<file path="src/rtl/card_idle_pkg.sv">
package card_idle_pkg;

    typedef enum logic [1:0] {
        ST_RUN   = 2'd0,
        ST_CHECK = 2'd1,
        ST_IDLE  = 2'd2,
        ST_EXIT  = 2'd3
    } idle_st_e;

    localparam int          MODE_W     = 2;
    localparam logic [1:0]  MODE_FORCE = 2'd0;
    localparam logic [1:0]  MODE_NONE  = 2'd1;

    function automatic logic mode_is_smart(input logic [MODE_W-1:0] m);
        return m[MODE_W-1];
    endfunction

endpackage

</file>
<file path="src/rtl/card_line_sync.sv">
module card_line_sync #(
    parameter int STAGES = 2
) (
    input  logic clk,
    input  logic rst_n,
    input  logic d_i,
    output logic q_o
);
    localparam int TOP = STAGES - 1;

    logic [TOP:0] chain_q;

    generate
        if (STAGES == 1) begin : g_one
            always_ff @(posedge clk or negedge rst_n) begin
                if (!rst_n) chain_q <= '0;
                else        chain_q <= d_i;
            end
        end else begin : g_many
            always_ff @(posedge clk or negedge rst_n) begin
                if (!rst_n) chain_q <= '0;
                else        chain_q <= {chain_q[TOP-1:0], d_i};
            end
        end
    endgenerate

    assign q_o = chain_q[TOP];

endmodule

</file>
<file path="src/rtl/idle_fsm.sv">
module idle_fsm
    import card_idle_pkg::*;
(
    input  logic              clk,
    input  logic              rst_n,
    input  logic              idle_req_i,
    input  logic [MODE_W-1:0] mode_i,
    input  logic              quiet_i,
    output idle_st_e          state_o,
    output logic              ack_o,
    output logic              ack_smart_o
);
    idle_st_e state_q, state_d;
    logic     smart_q;

    // next-state decision
    always_comb begin
        state_d = state_q;
        unique case (state_q)
            ST_RUN: begin
                if (idle_req_i) begin
                    if (mode_i == MODE_FORCE)
                        state_d = ST_IDLE;
                    else if (mode_is_smart(mode_i) && quiet_i)
                        state_d = ST_CHECK;
                end
            end
            ST_CHECK: begin
                if (idle_req_i && quiet_i && mode_is_smart(mode_i))
                    state_d = ST_IDLE;
                else
                    state_d = ST_RUN;
            end
            ST_IDLE: begin
                if (!idle_req_i) state_d = ST_EXIT;
            end
            ST_EXIT: state_d = ST_RUN;
        endcase
    end

    // state register
    always_ff @(posedge clk or negedge rst_n) begin
        if (!rst_n) state_q <= ST_RUN;
        else        state_q <= state_d;
    end

    // outputs: remember whether idle was entered through the smart path
    always_ff @(posedge clk or negedge rst_n) begin
        if (!rst_n)
            smart_q <= 1'b0;
        else if (state_q == ST_CHECK && state_d == ST_IDLE)
            smart_q <= 1'b1;
        else if (state_d != ST_IDLE)
            smart_q <= 1'b0;
    end

    assign state_o     = state_q;
    assign ack_o       = (state_q == ST_IDLE);
    assign ack_smart_o = smart_q;

    // a smart entry is only taken after a quiet cycle with request held
    a_r3_smart_quiet: assert property (@(posedge clk) disable iff (!rst_n)
        (state_q == ST_CHECK && idle_req_i && !quiet_i) |=> state_q == ST_RUN);

    // force mode acknowledges on the first edge
    a_r4_force_ack: assert property (@(posedge clk) disable iff (!rst_n)
        (state_q == ST_RUN && idle_req_i && mode_i == MODE_FORCE) |=> ack_o);

    // no-idle mode never starts an entry
    a_r5_no_idle: assert property (@(posedge clk) disable iff (!rst_n)
        (state_q == ST_RUN && mode_i == MODE_NONE) |=> !ack_o);

    // acknowledge drops one edge after the request falls
    a_r6_ack_drop: assert property (@(posedge clk) disable iff (!rst_n)
        (ack_o && !idle_req_i) |=> !ack_o);

endmodule

</file>
<file path="src/rtl/cirq_status.sv">
module cirq_status (
    input  logic clk,
    input  logic rst_n,
    input  logic cen_i,
    input  logic wake_en_i,
    input  logic ack_smart_i,
    input  logic in_idle_i,
    input  logic in_exit_i,
    input  logic card_s_i,
    input  logic clr_i,
    output logic stat_o
);
    logic wake_pend_q;
    logic stat_q;
    logic set_now;

    // latch a wake seen while asleep so it survives the line returning low
    always_ff @(posedge clk or negedge rst_n) begin
        if (!rst_n)
            wake_pend_q <= 1'b0;
        else if (in_exit_i)
            wake_pend_q <= 1'b0;
        else if (in_idle_i && ack_smart_i && wake_en_i && card_s_i)
            wake_pend_q <= 1'b1;
    end

    assign set_now = cen_i && ((card_s_i && !in_idle_i) || (in_exit_i && wake_pend_q));

    always_ff @(posedge clk or negedge rst_n) begin
        if (!rst_n)      stat_q <= 1'b0;
        else if (set_now) stat_q <= 1'b1;
        else if (clr_i)  stat_q <= 1'b0;
    end

    assign stat_o = stat_q;

    // a clear with no competing set empties the bit
    a_r11_clear: assert property (@(posedge clk) disable iff (!rst_n)
        (clr_i && !cen_i) |=> !stat_o);

    // status cannot be raised while the acknowledge holds
    a_r2_no_new_stat: assert property (@(posedge clk) disable iff (!rst_n)
        (in_idle_i && !stat_o && !in_exit_i) |=> (!stat_o || !in_idle_i || $past(in_exit_i)));

endmodule

</file>
<file path="src/rtl/card_idle_hs.sv">
module card_idle_hs
    import card_idle_pkg::*;
#(
    parameter int SYNC_STAGES = 2
) (
    input  logic        clk,
    input  logic        rst_n,
    input  logic        idle_req_i,
    input  logic [1:0]  idle_mode_i,
    input  logic        xfer_busy_i,
    input  logic        evt_irq_i,
    input  logic        evt_dma_i,
    input  logic        card_dat1_i,
    input  logic        wake_glb_en_i,
    input  logic        irq_wake_en_i,
    input  logic        cirq_en_i,
    input  logic        cirq_sig_en_i,
    input  logic        cirq_clr_i,
    output logic        idle_ack_o,
    output logic        wake_req_o,
    output logic        irq_o,
    output logic        dma_o,
    output logic        cirq_stat_o
);
    logic     card_s;
    logic     quiet;
    logic     ack;
    logic     ack_smart;
    logic     wake_en;
    logic     stat;
    idle_st_e state;

    card_line_sync #(.STAGES(SYNC_STAGES)) i_sync (
        .clk   (clk),
        .rst_n (rst_n),
        .d_i   (card_dat1_i),
        .q_o   (card_s)
    );

    assign quiet = !xfer_busy_i && !evt_irq_i && !evt_dma_i && !card_s;

    idle_fsm i_fsm (
        .clk         (clk),
        .rst_n       (rst_n),
        .idle_req_i  (idle_req_i),
        .mode_i      (idle_mode_i),
        .quiet_i     (quiet),
        .state_o     (state),
        .ack_o       (ack),
        .ack_smart_o (ack_smart)
    );

    assign wake_en = wake_glb_en_i && irq_wake_en_i && cirq_en_i;

    cirq_status i_stat (
        .clk         (clk),
        .rst_n       (rst_n),
        .cen_i       (cirq_en_i),
        .wake_en_i   (wake_en),
        .ack_smart_i (ack_smart),
        .in_idle_i   (state == ST_IDLE),
        .in_exit_i   (state == ST_EXIT),
        .card_s_i    (card_s),
        .clr_i       (cirq_clr_i),
        .stat_o      (stat)
    );

    // wake path is pure logic on the raw line so it works with clocks stopped
    assign wake_req_o  = card_dat1_i && wake_en && ack_smart;
    assign idle_ack_o  = ack;
    assign cirq_stat_o = stat;
    assign irq_o       = !ack && (evt_irq_i || (stat && cirq_sig_en_i));
    assign dma_o       = !ack && evt_dma_i;

    // a wake request is only ever raised while acknowledged-idle
    a_r7_wake_in_idle: assert property (@(posedge clk) disable iff (!rst_n)
        wake_req_o |-> idle_ack_o);

    // no request line is active during the acknowledge
    a_r2_gate: assert property (@(posedge clk) disable iff (!rst_n)
        idle_ack_o |-> (!irq_o && !dma_o));

    // a synchronised card level outside idle fills the status bit
    a_r8_capture: assert property (@(posedge clk) disable iff (!rst_n)
        (cirq_en_i && card_s && state != ST_IDLE) |=> cirq_stat_o);

endmodule

</file>
<file path="config.mk">
export PLATFORM = sky130hd
export DESIGN_NAME = card_idle_hs
export DESIGN_NICKNAME = d
export VERILOG_FILES = /design/src/rtl/card_idle_pkg.sv /design/src/rtl/card_line_sync.sv /design/src/rtl/idle_fsm.sv /design/src/rtl/cirq_status.sv /design/src/rtl/card_idle_hs.sv
export SDC_FILE = /design/constraint.sdc
export NUM_CORES = 1
export LEC_CHECK = 0
export BUFFER_PORTS_ARGS = -buffer_cell sky130_fd_sc_hd__buf_4
export CORE_AREA = 3 3 40 42
export CTS_CLUSTER_DIAMETER = 50
export CTS_CLUSTER_SIZE = 12
export DETAILED_ROUTE_END_ITERATION = 8
export DIE_AREA = 0 0 43 45
export GPL_TIMING_DRIVEN = 0
export PLACE_DENSITY_LB_ADDON = 0.12
export RECOVER_POWER = 100
export SYNTH_ARGS = -nofsm -noshare
export SYNTH_HDL_FRONTEND = slang
export SYNTH_SLANG_ARGS = --single-unit
</file>
<file path="constraint.sdc">
create_clock -name clk -period 3.1 [get_ports clk]
set_input_delay 0.155 -clock clk [delete_from_list [all_inputs] [get_ports clk]]
set_output_delay 0.155 -clock clk [all_outputs]
set_load 0.01 [all_outputs]
</file>
**Word level (Yosys, flattened, before mapping)**

Index checks and enable logic that the tools add are counted.

- Reductions and logical operators: 32
- Muxes and demuxes: 12
- Equality and inequality tests: 5

Operators by type and width:

| operator | count |
|---|---|
| $logic_and A1 B1 Y1 | 20 |
| $mux W2 | 5 |
| $pmux W2 S4 | 1 |
| $eq A2 B2 Y1 const B | 3 |
| $mux W1 | 6 |
| $reduce_bool A2 Y1 | 3 |
| $logic_not A1 Y1 | 5 |
| $logic_not A2 Y1 | 2 |
| $eq A2 B1 Y1 const B | 1 |
| $logic_or A1 B1 Y1 | 2 |
| $ne A2 B2 Y1 const B | 1 |

- Output and inout bits: 5
- Bits of input ports: 14
- Word-level logic and storage cells: 54
- Bits in registers: 7

**Depth between registers and ports, before layout**

- Depth after elaboration: 12
- Depth in mapped cells: 3
- Mapped depth without buffers: 3

**Modules after synthesis**

From an unflattened synthesis, not the netlist that was laid out.

- Cells, all modules: 34
- Area, all modules: 346.6 µm²

By module, submodules not included:

| module | cells each | times used | seq. area each (µm²) | area each (µm²) |
|---|---|---|---|---|
| idle_fsm | 15 | 1 | 75.1 | 157.7 |
| cirq_status | 9 | 1 | 50.0 | 87.6 |
| card_idle_hs | 8 | 1 | 0.0 | 51.3 |
| card_line_sync | 2 | 1 | 50.0 | 50.0 |

**Least setup slack after synthesis**

OpenSTA, ideal clock, no wires.

- Path kind: register -> register
- From: register i_fsm.state_q[1] (netlist: i_fsm.state_o[1])
- To: register i_fsm.state_q[1] (netlist: i_fsm.state_o[1])
- Period minus slack after synthesis: 1.099 ns
- Setup time: 0.126 ns
- Stages on the path, launching flop included: 4
- Data required time: 2.974 ns
- Arrival time: 0.973 ns
- Path slack: 2.001 ns
- Path buffers: 0
- Cell sequence: dfrtp_1 -> nor4b_2 -> and3_1 -> a221o_1

- Word-level cells in the longest chain between the ends: 4
- Elaborated cells between the ends (all ways): 9
- Classes of those cells: 3 x eq/ne; 5 x mux; 1 x reduce/logical

Ends and longest elaborated chain:

| what | RTL line | text |
|---|---|---|
| start: declaration | idle_fsm.sv:13 | `idle_st_e state_q, state_d;` |
| start signal: assignment | idle_fsm.sv:44 | `else state_q <= state_d;` |
| $mux W2 | idle_fsm.sv:24 | `else if (mode_is_smart(mode_i) && quiet_i)` |
| $mux W2 | idle_fsm.sv:22 | `if (mode_i == MODE_FORCE)` |
| $mux W2 | idle_fsm.sv:21 | `if (idle_req_i) begin` |
| $pmux W2 S4 (*) | idle_fsm.sv:19 | `unique case (state_q)` |
| named net i_fsm.state_d[1] | idle_fsm.sv:13 |  |

Mark *: on every way through the listed nets, which the timed path passes. The rest lies on a longest branch.
A chain may end at the register's enable or synchronous reset.

**Worst setup path after layout**

- From: register i_fsm.state_q[1] (netlist: i_fsm.state_o[1])
- To: output dma_o

- Word-level cells in the longest chain between the ends: 3

Ends and longest elaborated chain:

| what | RTL line | text |
|---|---|---|
| $eq A2 B2 Y1 | idle_fsm.sv:58 | `assign ack_o = (state_q == ST_IDLE);` |
| $logic_not A1 Y1 | card_idle_hs.sv:73 | `assign dma_o = !ack && evt_dma_i;` |
| $logic_and A1 B1 Y1 | card_idle_hs.sv:73 |  |
| end: declaration | card_idle_hs.sv:22 | `output logic dma_o,` |

No other way between the ends.

==> out/qor.txt <==
status = finished clean
final core occ = 37.7%
final instance area = 484 um^2
Distinct cells, synth = 15
Slew @ Worst Pin = 389 ps
layout cells sized above 1 = 30.2%
post-synth top area share = 54.9%
WHS Endpoint = i_sync.chain_q[0]
gpl congestion = 0.713
dpl cell area = 473 um^2
#FFs+latches synth = 7
average cell area after synthesis = 10.6 um^2
clock-pin slew of the registers on the worst-case setup and hold paths = 50 ps
largest cells by area after synthesis = dfrtp_1, nor2_1, nor2b_1, a21oi_1, nor4b_2
Setup crit end kind = output pin
hold path cells = 1
Max Cap Viol = 0
Max Slew Vio Count = 0
r2r endpoint = i_fsm.state_o[1]
largest net degree at the start of global routing = 8
Vert. Die Dim = 45 um
placed insts = 63
Rel. slew slack = 74.1%
Final period util = 46.3%
first-pass GRT wire length = 1300 um
via count = 317
clk_lat worst skew = 250 ps
setup TNS = 0 ps
# Post-CTS Setup Buffers = 0
Cells after Synth = 30
GRT Overall Usage = 9.41%
root buf cell = clkbuf_4
data required time of the worst path = 2940 ps
Reg-to-Reg Start = i_fsm.state_o[1]
type of origin of the critical path = flip-flop
worst clock skew = 3.93 ps
initial antenna violation count = 0
Static Leak = 0.230 nW
FMAX = 0.697 GHz
Layout Cells excl Fill = 68
Hold WS = 37.5 ps
Reg2Reg Depth = 3
Setup WS pre-CTS = 1890 ps
io pins = 19
die outline area = 0.00194 mm^2
overflow left after global routing = 0
syn_nets = 44
HP Class = in -> reg
Worst Setup Path Type = reg -> out
# nets final = 68
Worst Path Arrival = 1280 ps
Final WS setup = 1660 ps
drt wl/cell = 12.0 um
vias in the first global route = 310
TritonCTS clock tree = yes
Via density = 4.66
RSZ-0062 raised after global routing = false
DR pass1 iterations = 1
Peak VDD IR = 0.177 mV
final setup violation count = 0
hold_sp = card_dat1_i
register area share after synthesis = 54.9%
Sink Count = 7
initial core utilization = 24.8%
post-cts sizing count = 0
Clock Path Buffers = 2
clock period minus worst slack = 1440 ps
detailed router's first-iteration violation count = 0
Hold-fix buffers, CTS = 1
highest-count cells in the layout ignoring fill and taps = buf_4, dfrtp_1, clkbuf_1
Syn-to-layout area delta = 51.8%
Crit Path Max Fanout = 7
TritonCTS buffer count = 3
Synth Warn # = 0
DRC errors left = 0
number of port buffers = 18
antenna viol nets, final = 0
Die Width = 43 um
r2r setup slk = 1810 ps
Antenna diodes = 0
Hold Fails Final Rpt = 0
Std-Cell Rows = 13
Final Power = 290 uW
WL final = 817 um
synthesized cell area = 319 um^2
commonest non-fill, non-tap cell in the layout = buf_4
cell accounting for the most synthesized area = dfrtp_1
H-tree depth = 1
Core Area = 0.00128 mm^2
power per cell area = 599 mW/mm^2
==> cell families (layout without fill, tap and decap cells) <==
logic type | count (synthesis) | after routing | synth area share [%]
AO/OA/AOI/OAI | 8 | 8 | 18.4
buffers and inverters | 2 | 25 | 2.35
AND/OR/NAND/NOR | 13 | 13 | 24.3
flip-flops | 7 | 7 | 54.9
==> registers in the layout, indices dropped and copies added, names as in the netlist <==
signal	cells
i_sync.chain_q	2
i_stat.stat_o	1
i_stat.wake_pend_q	1
i_fsm.ack_smart_o	1
i_fsm.state_o	2
==> layout make-up <==
cell class	instances	area (um^2)
Fill cell	137	801
Sequential cell	7	175
Multi-Input combinational cell	21	130
Timing Repair Buffer	19	126
Clock buffer	4	26.3
Tap cell	15	18.8
Inverter	2	7.51
==> routing by layer <==
metal	wire, um	vias up	global-route usage, %
met5	0	-	0
met4	10	0	5.42
met3	93	2	3.98
met2	394	15	15.0
met1	318	140	10.6
li1	-	160	-
==> how the worst max path moves through the flow <==
stage | startpoint | to | slack (ps) | cells past startpoint
after floorplan | i_fsm.state_o[1] | i_fsm.state_o[1] | 2000 | 3
after global placement | i_fsm.state_o[1] | irq_o | 1920 | 3
after detailed placement | i_fsm.state_o[1] | i_fsm.state_o[1] | 1890 | 3
after CTS | i_fsm.state_o[1] | irq_o | 1620 | 3
after global routing | i_fsm.state_o[1] | dma_o | 1520 | 3
final | i_fsm.state_o[1] | dma_o | 1660 | 3
==> power breakdown <==
part,switching [mW],internal (mW)
sequential,0.0185,0.107
clock,0.0328,0.0491
combinational,0.0449,0.0379
==> worst max-delay path, stage by stage, from the launching register on <==
cell and delay [ps]:
dfrtp_1 430, nor2b_1 370, nor2b_1 90, clkbuf_1 140
==> synthesized netlist by cell type, drive strengths merged <==
library cell,number
inv,2
nor2,5
nand2,1
and2,1
a21oi,3
o2bb2ai,1
and3,1
dfrtp,7
nor4b,1
a32o,1
a31oi,1
o32ai,1
and4,1
a221o,1
nor2b,3
(Power assumes the default switching activity.)
